===== config.mk =====
export PLATFORM = sky130hd
export DESIGN_NAME = link_cfg_check
export DESIGN_NICKNAME = d
export VERILOG_FILES = /design/src/rtl/lcv_pkg.sv /design/src/rtl/lcv_req_chk.sv /design/src/rtl/lcv_lane_map.sv /design/src/rtl/link_cfg_check.sv
export SDC_FILE = /design/constraint.sdc
export NUM_CORES = 1
export LEC_CHECK = 0
export BUFFER_PORTS_ARGS = -buffer_cell sky130_fd_sc_hd__buf_2
export CORE_MARGIN = 1
export CORE_UTILIZATION = 47
export DETAILED_ROUTE_END_ITERATION = 6
export PLACE_DENSITY = 0.79
export SYNTH_ARGS = -nofsm -noshare
export SYNTH_HDL_FRONTEND = slang
export SYNTH_SLANG_ARGS = --single-unit

===== constraint.sdc =====
create_clock -name clk -period 3.6 [get_ports clk]
set_input_delay 0.9 -clock clk [delete_from_list [all_inputs] [get_ports clk]]
set_output_delay 0.9 -clock clk [all_outputs]
set_load 0.05 [all_outputs]

===== src/rtl/lcv_pkg.sv =====
package lcv_pkg;

  localparam int AMP_W   = 3;
  localparam int SCALE_W = 2;
  localparam int EMPH_W  = 4;
  localparam int MAX_LVL = 3;

  localparam logic [31:0] RATE_CODE_LO = 32'h0000_0654;
  localparam logic [31:0] RATE_CODE_HI = 32'h0000_0A8C;

  typedef struct packed {
    logic [AMP_W-1:0]   amp;
    logic [SCALE_W-1:0] scale;
    logic [EMPH_W-1:0]  emph;
  } drv_t;

  function automatic logic rate_code_ok(input logic [31:0] code);
    return (code == RATE_CODE_LO) || (code == RATE_CODE_HI);
  endfunction

  function automatic logic lane_cnt_ok(input int unsigned n, input int unsigned max_n);
    return ((n == 1) || (n == 2) || (n == 4)) && (n <= max_n);
  endfunction

  function automatic logic lvl_pair_ok(input int unsigned sw, input int unsigned pe);
    return (sw <= MAX_LVL) && (pe <= MAX_LVL) && ((sw + pe) <= MAX_LVL);
  endfunction

  // Lookup for an allowed pair; illegal pairs return zero codes.
  function automatic drv_t drv_lookup(input int unsigned sw, input int unsigned pe);
    drv_t d;
    d = '0;
    if (lvl_pair_ok(sw, pe)) begin
      d.scale = SCALE_W'(1);
      unique case ((sw << 2) | pe)
        0:  begin d.amp = AMP_W'(1); d.emph = EMPH_W'(4'h0); end
        1:  begin d.amp = AMP_W'(2); d.emph = EMPH_W'(4'h4); end
        2:  begin d.amp = AMP_W'(3); d.emph = EMPH_W'(4'h8); end
        3:  begin d.amp = AMP_W'(4); d.emph = EMPH_W'(4'hD); end
        4:  begin d.amp = AMP_W'(3); d.emph = EMPH_W'(4'h0); end
        5:  begin d.amp = AMP_W'(5); d.emph = EMPH_W'(4'h7); end
        6:  begin d.amp = AMP_W'(6); d.emph = EMPH_W'(4'h6); end
        8:  begin d.amp = AMP_W'(5); d.emph = EMPH_W'(4'h0); end
        9:  begin d.amp = AMP_W'(7); d.emph = EMPH_W'(4'h4); end
        12: begin d.amp = AMP_W'(7); d.emph = EMPH_W'(4'h0); end
        default: d = '0;
      endcase
    end
    return d;
  endfunction

endpackage


===== src/rtl/lcv_req_chk.sv =====
module lcv_req_chk
  import lcv_pkg::*;
#(
  parameter int NUM_LANES = 4,
  parameter int RATE_W    = 12,
  parameter int CNT_W     = 3
) (
  input  logic                 rate_chg,
  input  logic [RATE_W-1:0]    rate,
  input  logic [CNT_W-1:0]     lanes,
  output logic                 rate_bad,
  output logic                 lanes_bad,
  output logic [NUM_LANES-1:0] lane_act
);

  logic rate_hit;
  logic cnt_hit;

  assign rate_hit  = rate_code_ok(32'(rate));
  assign cnt_hit   = lane_cnt_ok(int'(lanes), NUM_LANES);
  assign rate_bad  = rate_chg && !rate_hit;
  assign lanes_bad = !cnt_hit;

  // Thermometer mask of active lanes; empty when the count is invalid.
  always_comb begin
    for (int i = 0; i < NUM_LANES; i++) begin
      lane_act[i] = cnt_hit && (int'(lanes) > i);
    end
  end

endmodule


===== src/rtl/lcv_lane_map.sv =====
module lcv_lane_map
  import lcv_pkg::*;
#(
  parameter int LVL_W = 3
) (
  input  logic             active,
  input  logic             drv_chg,
  input  logic [LVL_W-1:0] swing,
  input  logic [LVL_W-1:0] preemph,
  output logic             lvl_bad,
  output drv_t             drv
);

  logic checked;
  logic pair_ok;
  drv_t table_drv;

  assign checked   = active && drv_chg;
  assign pair_ok   = lvl_pair_ok(int'(swing), int'(preemph));
  assign table_drv = drv_lookup(int'(swing), int'(preemph));
  assign lvl_bad   = checked && !pair_ok;
  assign drv       = (checked && pair_ok) ? table_drv : '0;

endmodule


===== src/rtl/link_cfg_check.sv =====
module link_cfg_check
  import lcv_pkg::*;
#(
  parameter int NUM_LANES = 4,
  parameter int RATE_W    = 12,
  parameter int CNT_W     = 3,
  parameter int LVL_W     = 3
) (
  input  logic                         clk,
  input  logic                         rst_n,
  input  logic                         req_vld,
  input  logic                         req_rate_chg,
  input  logic [RATE_W-1:0]            req_rate,
  input  logic [CNT_W-1:0]             req_lanes,
  input  logic                         req_drv_chg,
  input  logic [NUM_LANES*LVL_W-1:0]   req_swing,
  input  logic [NUM_LANES*LVL_W-1:0]   req_preemph,
  output logic                         rsp_done,
  output logic                         rsp_err,
  output logic [NUM_LANES*AMP_W-1:0]   rsp_amp,
  output logic [NUM_LANES*SCALE_W-1:0] rsp_scale,
  output logic [NUM_LANES*EMPH_W-1:0]  rsp_emph
);

  localparam int SUM_W = LVL_W + 1;

  logic                 rate_bad;
  logic                 lanes_bad;
  logic [NUM_LANES-1:0] lane_act;
  logic [NUM_LANES-1:0] lvl_bad;
  logic                 req_err;
  drv_t                 lane_drv [NUM_LANES];

  lcv_req_chk #(
    .NUM_LANES(NUM_LANES),
    .RATE_W   (RATE_W),
    .CNT_W    (CNT_W)
  ) u_req_chk (
    .rate_chg (req_rate_chg),
    .rate     (req_rate),
    .lanes    (req_lanes),
    .rate_bad (rate_bad),
    .lanes_bad(lanes_bad),
    .lane_act (lane_act)
  );

  for (genvar g = 0; g < NUM_LANES; g++) begin : g_lane
    lcv_lane_map #(
      .LVL_W(LVL_W)
    ) u_map (
      .active (lane_act[g]),
      .drv_chg(req_drv_chg),
      .swing  (req_swing[g*LVL_W +: LVL_W]),
      .preemph(req_preemph[g*LVL_W +: LVL_W]),
      .lvl_bad(lvl_bad[g]),
      .drv    (lane_drv[g])
    );
  end

  assign req_err = rate_bad || lanes_bad || (|lvl_bad);

  always_ff @(posedge clk) begin
    if (!rst_n) begin
      rsp_done  <= 1'b0;
      rsp_err   <= 1'b0;
      rsp_amp   <= '0;
      rsp_scale <= '0;
      rsp_emph  <= '0;
    end else begin
      rsp_done <= req_vld;
      if (req_vld) begin
        rsp_err <= req_err;
        for (int i = 0; i < NUM_LANES; i++) begin
          rsp_amp[i*AMP_W +: AMP_W]       <= req_err ? '0 : lane_drv[i].amp;
          rsp_scale[i*SCALE_W +: SCALE_W] <= req_err ? '0 : lane_drv[i].scale;
          rsp_emph[i*EMPH_W +: EMPH_W]    <= req_err ? '0 : lane_drv[i].emph;
        end
      end
    end
  end


  done_follows_req_chk: assert property (@(posedge clk) disable iff (!rst_n)
    req_vld |=> rsp_done);

  result_hold_chk: assert property (@(posedge clk) disable iff (!rst_n)
    !req_vld |=> (!rsp_done && $stable(rsp_err) && $stable(rsp_amp) &&
                  $stable(rsp_scale) && $stable(rsp_emph)));

  rate_reject_chk: assert property (@(posedge clk) disable iff (!rst_n)
    (req_vld && req_rate_chg && (32'(req_rate) != RATE_CODE_LO) &&
     (32'(req_rate) != RATE_CODE_HI)) |=> rsp_err);

  lane_cnt_reject_chk: assert property (@(posedge clk) disable iff (!rst_n)
    (req_vld && (req_lanes != CNT_W'(1)) && (req_lanes != CNT_W'(2)) &&
     (req_lanes != CNT_W'(4))) |=> rsp_err);

  err_zero_codes_chk: assert property (@(posedge clk) disable iff (!rst_n)
    rsp_err |-> ((rsp_amp == '0) && (rsp_scale == '0) && (rsp_emph == '0)));

  no_drv_chg_zero_chk: assert property (@(posedge clk) disable iff (!rst_n)
    (req_vld && !req_drv_chg) |=> ((rsp_amp == '0) && (rsp_emph == '0)));

  for (genvar g = 0; g < NUM_LANES; g++) begin : g_lane_chk
    logic [SUM_W-1:0] lvl_sum;
    assign lvl_sum = {1'b0, req_swing[g*LVL_W +: LVL_W]} +
                     {1'b0, req_preemph[g*LVL_W +: LVL_W]};

    level_reject_chk: assert property (@(posedge clk) disable iff (!rst_n)
      (req_vld && req_drv_chg && lane_act[g] && (lvl_sum > SUM_W'(MAX_LVL))) |=> rsp_err);

    scale_one_chk: assert property (@(posedge clk) disable iff (!rst_n)
      (req_vld && req_drv_chg && lane_act[g] && !req_err)
        |=> (rsp_scale[g*SCALE_W +: SCALE_W] == SCALE_W'(1)));

    idle_lane_zero_chk: assert property (@(posedge clk) disable iff (!rst_n)
      (req_vld && (int'(req_lanes) <= g))
        |=> ((rsp_amp[g*AMP_W +: AMP_W] == '0) && (rsp_scale[g*SCALE_W +: SCALE_W] == '0) &&
             (rsp_emph[g*EMPH_W +: EMPH_W] == '0)));
  end

endmodule


Yosys cells after proc, flatten, opt, wreduce, memory -nomap -nowiden --
Index checks and enable logic that the tools add are counted.
Storage, ports and cells: flip-flop bits (word level) 38, latch bits 0, bits in writable memories 0, ROM bits 0, input bits 44, output and inout bits 38, word-level logic and storage cells 165, memories kept 0
Cells by class: add/sub/neg operators 4, multipliers 0, divide/modulo/power cells 0, magnitude comparators 17, equal/unequal tests 41, shift operators 0, multiplexer cells 32, bitwise operators 4, reductions and logical operators 62
Operator list (count):
- == test 32 x 3 -> 1 bit, second input constant | 12
- == test 32 x 4 -> 1 bit, second input constant | 12
- == test 32 x 2 -> 1 bit, second input constant | 8
- == test 32 x 1 -> 1 bit, second input constant | 4
- <= comparator 32 x 2 -> 1 bit, second input constant | 4
- logical NOT 32 bit | 4
- one-hot mux 3 bit (7 select lines) | 4
- one-hot mux 4 bit (5 select lines) | 4
- two-way mux 9 bit | 8
- OR reduction 10 bit | 4
- OR reduction 2 bit | 16
- logical AND 1 bit | 26
- <= comparator 3 x 2 -> 1 bit, second input constant | 8
- bitwise OR 5 x 3 -> 5 bit | 4
- adder 3 x 3 -> 4 bit | 4
- two-way mux 4 bit | 4
- == test 12 x 11 -> 1 bit, second input constant | 1
- == test 12 bit, second input constant | 1
- two-way mux 3 bit | 4
- two-way mux 2 bit | 4
- greater-than comparator 3 x 1 -> 1 bit, second input constant | 2
- greater-than comparator 3 x 2 -> 1 bit, second input constant | 2
- logical NOT 1 bit | 6
- logical OR 1 bit | 5
- other kinds (6) | 9

Depth between registers and ports, before layout --
depth after elaboration 10, mapped depth 7, mapped depth without buffers 6

Modules after synthesis --
Synthesis repeated with hierarchy kept, for this count alone.
Unflattened totals: cells, all modules 348, area, all modules 3044.2 µm²
Modules (own cells, without submodules):
- link_cfg_check | times used 1, cells an instance 176, area each 1809.2 µm², seq. area each 760.7 µm²
- lcv_lane_map | times used 4, cells an instance 39, area each 279.0 µm², seq. area each 0.0 µm²
- lcv_req_chk | times used 1, cells an instance 16, area each 118.9 µm², seq. area each 0.0 µm²

Least setup slack after synthesis --
Ideal clock, no wire load.
path kind input-to-reg, from in req_swing[11], to reg rsp_err, setup time 0.119 ns, data arrival time 2.674 ns, data required time 3.481 ns, slack 0.807 ns, cell stages on the path 6, path buffers 0, cell sequence ha_1 or4_1 a311o_1 o211ai_4 nand3_2 o221a_2
On the way: word-level cells in the longest chain between the ends 7, elaborated cells on any way between the ends 9, classes of those cells add/sub: 1; order compare: 2; reduce/logical: 6
Ends and longest elaborated chain:
- start: declaration | RTL line link_cfg_check.sv:16 | input logic [NUM_LANES*LVL_W-1:0] req_swing,
- adder 3 x 3 -> 4 bit / <= comparator 3 x 2 -> 1 bit (equally long branches) | RTL line lcv_pkg.sv:26 | return (sw <= MAX_LVL) && (pe <= MAX_LVL) && ((sw + pe) <= MAX_LVL);
- <= comparator 32 x 2 -> 1 bit / logical AND 1 bit (equally long branches) | RTL line lcv_pkg.sv:26
- logical AND 1 bit (*) | RTL line lcv_pkg.sv:26
- logical NOT 1 bit (*) | RTL line lcv_lane_map.sv:21 | assign lvl_bad = checked && !pair_ok;
- logical AND 1 bit (*) | RTL line lcv_lane_map.sv:21
- OR reduction 4 bit (*) | RTL line link_cfg_check.sv:60 | assign req_err = rate_bad || lanes_bad || (|lvl_bad);
- logical OR 1 bit (*) | RTL line link_cfg_check.sv:60
- end signal: assignment | RTL line link_cfg_check.sv:72 | rsp_err <= req_err;
- end: declaration | RTL line link_cfg_check.sv:19 | output logic rsp_err,
Mark *: on every way between the ends. The rest lies on a longest branch, timed or not. A chain may end at the register's enable or synchronous reset.

Worst setup path after layout --
from in req_preemph[11], to reg rsp_amp[2]
On the way: word-level cells in the longest chain between the ends 8, elaborated cells on any way between the ends 10, classes of those cells add/sub: 1; order compare: 2; mux: 1; reduce/logical: 6
Ends and longest elaborated chain:
- start: declaration | RTL line link_cfg_check.sv:17 | input logic [NUM_LANES*LVL_W-1:0] req_preemph,
- adder 3 x 3 -> 4 bit / <= comparator 3 x 2 -> 1 bit (equally long branches) | RTL line lcv_pkg.sv:26
- <= comparator 32 x 2 -> 1 bit / logical AND 1 bit (equally long branches) | RTL line lcv_pkg.sv:26
- logical AND 1 bit (*) | RTL line lcv_pkg.sv:26
- logical NOT 1 bit (*) | RTL line lcv_lane_map.sv:21
- logical AND 1 bit (*) | RTL line lcv_lane_map.sv:21
- OR reduction 4 bit (*) | RTL line link_cfg_check.sv:60
- logical OR 1 bit (*) | RTL line link_cfg_check.sv:60
- two-way mux 3 bit (*) | RTL line link_cfg_check.sv:74 | rsp_amp[i*AMP_W +: AMP_W] <= req_err ? '0 : lane_drv[i].amp;
- end signal: indexed assignment | RTL line link_cfg_check.sv:74
- end: declaration | RTL line link_cfg_check.sv:20 | output logic [NUM_LANES*AMP_W-1:0] rsp_amp,
Marks and branches as above.

==> reports/results.ini <==
[floorplan]
core_um2 = 4380
die_h_um = 69.7
pin_count = 82
rows = 24
start_util = 0.492
dieArea_um2 = 4860
die_w_um = 69.7

[detailed_routing]
drt_iter0_drc = 94
drc = 0
firstDrtPassIters = 4
via_count = 2190
routed_wl_um = 4980
wl_per_cell_um = 12.6
antenna_left = 0
vias_per_cell = 5.53

[setup_path]
worstPathArrival_ns = 2.99
critPathCaptureType = register
critPathKind = primary input to register
slowest_stage = or4_1
cp_data_required_time_ns = 3.82
rr_endpoint = rsp_emph[6]$_SDFFE_PN0P_
slowest_delay_ns = 0.52
ff2ff_setup_slack_ns = 2.90
start_kind = primary input
path_cells = buf_2, ha_1, or4_1, a311o_1, o211ai_4, nand4_1, o21ai_0
crit_fanout = 10
crit_family = compound AO/OA/AOI/OAI gates
path_buf_inv = 1
r2r_cells = 2
timing.rr.start = rsp_emph[6]$_SDFFE_PN0P_

[synth]
syn_avg_cell_area_um2 = 7.90
synth_common_cells = o21ai_0 (37), dfxtp_1 (34), nand2_1 (33)
synth_seq_cells = 34
synth_top_area_share = 0.316
synthArstFlopShare = 0
synth_largest_area_cell = dfxtp_1
syn_area_um2 = 2160
synth_top_flop_cell = dfxtp_1
synthMostInstantiatedCell = o21ai_0
yosys-top-cells-area = dfxtp_1 (32%), o21ai_0 (8.6%), nand2_1 (5.7%)
synth_edf_count = 0
ys_warn_count = 0
ys_seq_area_frac = 0.316
syn_inst = 273
synth.distinct_cells = 45

[sta]
hold_violations = 0
setup_violations = 0
max_freq_mhz = 360
maxSlewViolCount = 0
fin_setup_tns_ns = 0
worst-slew-pin-transition_ns = 0.510
fin_crit_ns = 2.78
finalCritPeriodShare = 0.772
fin_worst_skew_ns = 0
rsz0062_at_grt = false
slew_headroom = 0.657

[clock_tree]
clkTransAtPathRegs_ns = 0.08
ctsResizeCount = 0
clkSinkCount = 34
cts_tree = done
clk_latency_ns = 0.29
ctsHoldBuffers = 0
post-cts-setup-buffer-count = 0
ctsRootBufferMaster = clkbuf_8
h-tree-depth = 2
clockBufferDepth = 2
numCtsBuffers = 5

[pwr]
p_sw_mw = 0.250
p_seq_frac = 0.420
peakVddDrop_uv = 239
pwr_density_cell_nw_per_um2 = 337
power.share.clock = 0.392
power_leakage_nw = 1.11
power_frac_comb = 0.188
p_total_mw = 0.900
netSwitchingFraction = 0.278
p_int_mw = 0.650

[layout]
num-fill-cells = 411
layout.nets = 395
drive_above_1_share = 0.282
antenna_cells = 0
syn2layout_area_growth_pct = 23.9

[grt]
antenna_found_initial = 0
grt_max_degree = 22
overflow = 0
grt_pass1_vias = 2080
grt_util_all_layers = 0.224
grt_pass1_wl_um = 9070

[flow_run]
cap_viol_max_count = 0

[run_status]
outcome = completed

[hold_path]
min_path_cells = 2
hold_path.startpoint = rsp_scale[0]$_SDFFE_PN0P_
hold_class = register to register
holdPathEnd = rsp_scale[0]$_SDFFE_PN0P_

[placement]
io_buffers = 77
dpl.hpwl_um = 3770
gp_congestion = 0.828

-- final cells by class --
class	count	area, um^2	area share
clock buffer	5	68.8	0.0258
clock inverter	3	45.0	0.0169
inverter	3	11.3	0.00422
multi-input combinational	220	1400	0.524
sequential	34	681	0.255
tap	52	65.1	0.0244
timing repair buffer	79	400	0.150
-- through the flow --
step                      hold slack, ns  setup WS (ns)  std cells  utilization  area, um^2
after floorplan                    0.658          0.807        276            -        2170
after global placement             0.431          0.559        388        0.583        2560
after detailed placement           0.431          0.496        388        0.583        2560
after CTS                          0.445          0.809        396        0.609        2670
after global routing               0.461          0.581        396        0.609        2670
final                              0.440          0.822        396        0.609        2670
-- logic make-up (layout without fill, tap and decap cells) --
family,after synthesis,count (layout),share of synthesized area
AND/OR/NAND/NOR,121,121,0.304
flip-flops,34,34,0.316
other,1,4,0.00174
buffers and inverters,22,90,0.0453
XOR/XNOR,12,12,0.0488
adder cells (fa/ha/maj),12,12,0.0650
AO/OA/AOI/OAI,71,71,0.220
-- power by group through the flow --
| stage | sequential, mW | clock, mW | combinational, mW |
|---|---|---|---|
| 2_1_floorplan | 0.392 | 0 | 0.110 |
| 3_3_place_gp | 0.387 | 0 | 0.164 |
| 3_5_place_dp | 0.387 | 0 | 0.166 |
| 4_1_cts | 0.378 | 0.360 | 0.169 |
| 5_1_grt | 0.378 | 0.380 | 0.188 |
| 6_report | 0.378 | 0.353 | 0.169 |
-- placed cells by master (no fill, tap or decap), drive strengths merged, types with 2 or more instances in the layout --
cell type  count
buf           79
o21ai         37
dfxtp         34
nand2         33
nor3          14
nand3         14
nor2b         13
nor2           9
or3            9
nand4          9
ha             8
xnor2          7
a21oi          6
nand2b         5
xor2           5
clkbuf         5
o22a           4
maj3           4
conb           4
a21boi         3
inv            3
o21a           3
nand4b         3
nand3b         3
o32a           3
or4            2
a311o          2
nor4bb         2
a211oi         2
a211o          2
clkinvlp       2
and2           2
o31ai          2
-- registers in the layout, summed over array words and instances, names as in the netlist --
name and count:
rsp_scale 4, rsp_emph 16, rsp_done 1, rsp_err 1
rsp_amp 12
-- worst register-to-register path, delay by kind of cell (launching register included) --
kind | cells | cell delay (ns)
DFF | 1 | 0.31
AOI/OAI and AO/OA | 1 | 0.17
and+or+nand+nor | 1 | 0.12
-- routing by layer --
layer / vias to the layer above / share of wire / track usage
met5: - / 0 / 0
met4: 0 / 0.015 / 0.0733
met3: 9 / 0.061 / 0.0436
met2: 68 / 0.47 / 0.373
met1: 984 / 0.46 / 0.289
li1: 1129 / - / -
-- worst max path at each step --
| stage | slack (ns) | cells past startpoint | from | to |
|---|---|---|---|---|
| floorplan | 0.81 | 6 | req_swing[11] | rsp_err$_SDFFE_PN0P_ |
| global placement | 0.56 | 7 | req_preemph[11] | rsp_err$_SDFFE_PN0P_ |
| detailed placement | 0.50 | 7 | req_preemph[11] | rsp_amp[1]$_SDFFE_PN0P_ |
| CTS | 0.81 | 7 | req_preemph[11] | rsp_err$_SDFFE_PN0P_ |
| global route | 0.58 | 7 | req_preemph[11] | rsp_amp[0]$_SDFFE_PN0P_ |
| finish | 0.82 | 7 | req_preemph[11] | rsp_amp[2]$_SDFFE_PN0P_ |
No activity file was read; power rests on OpenSTA's default activity.
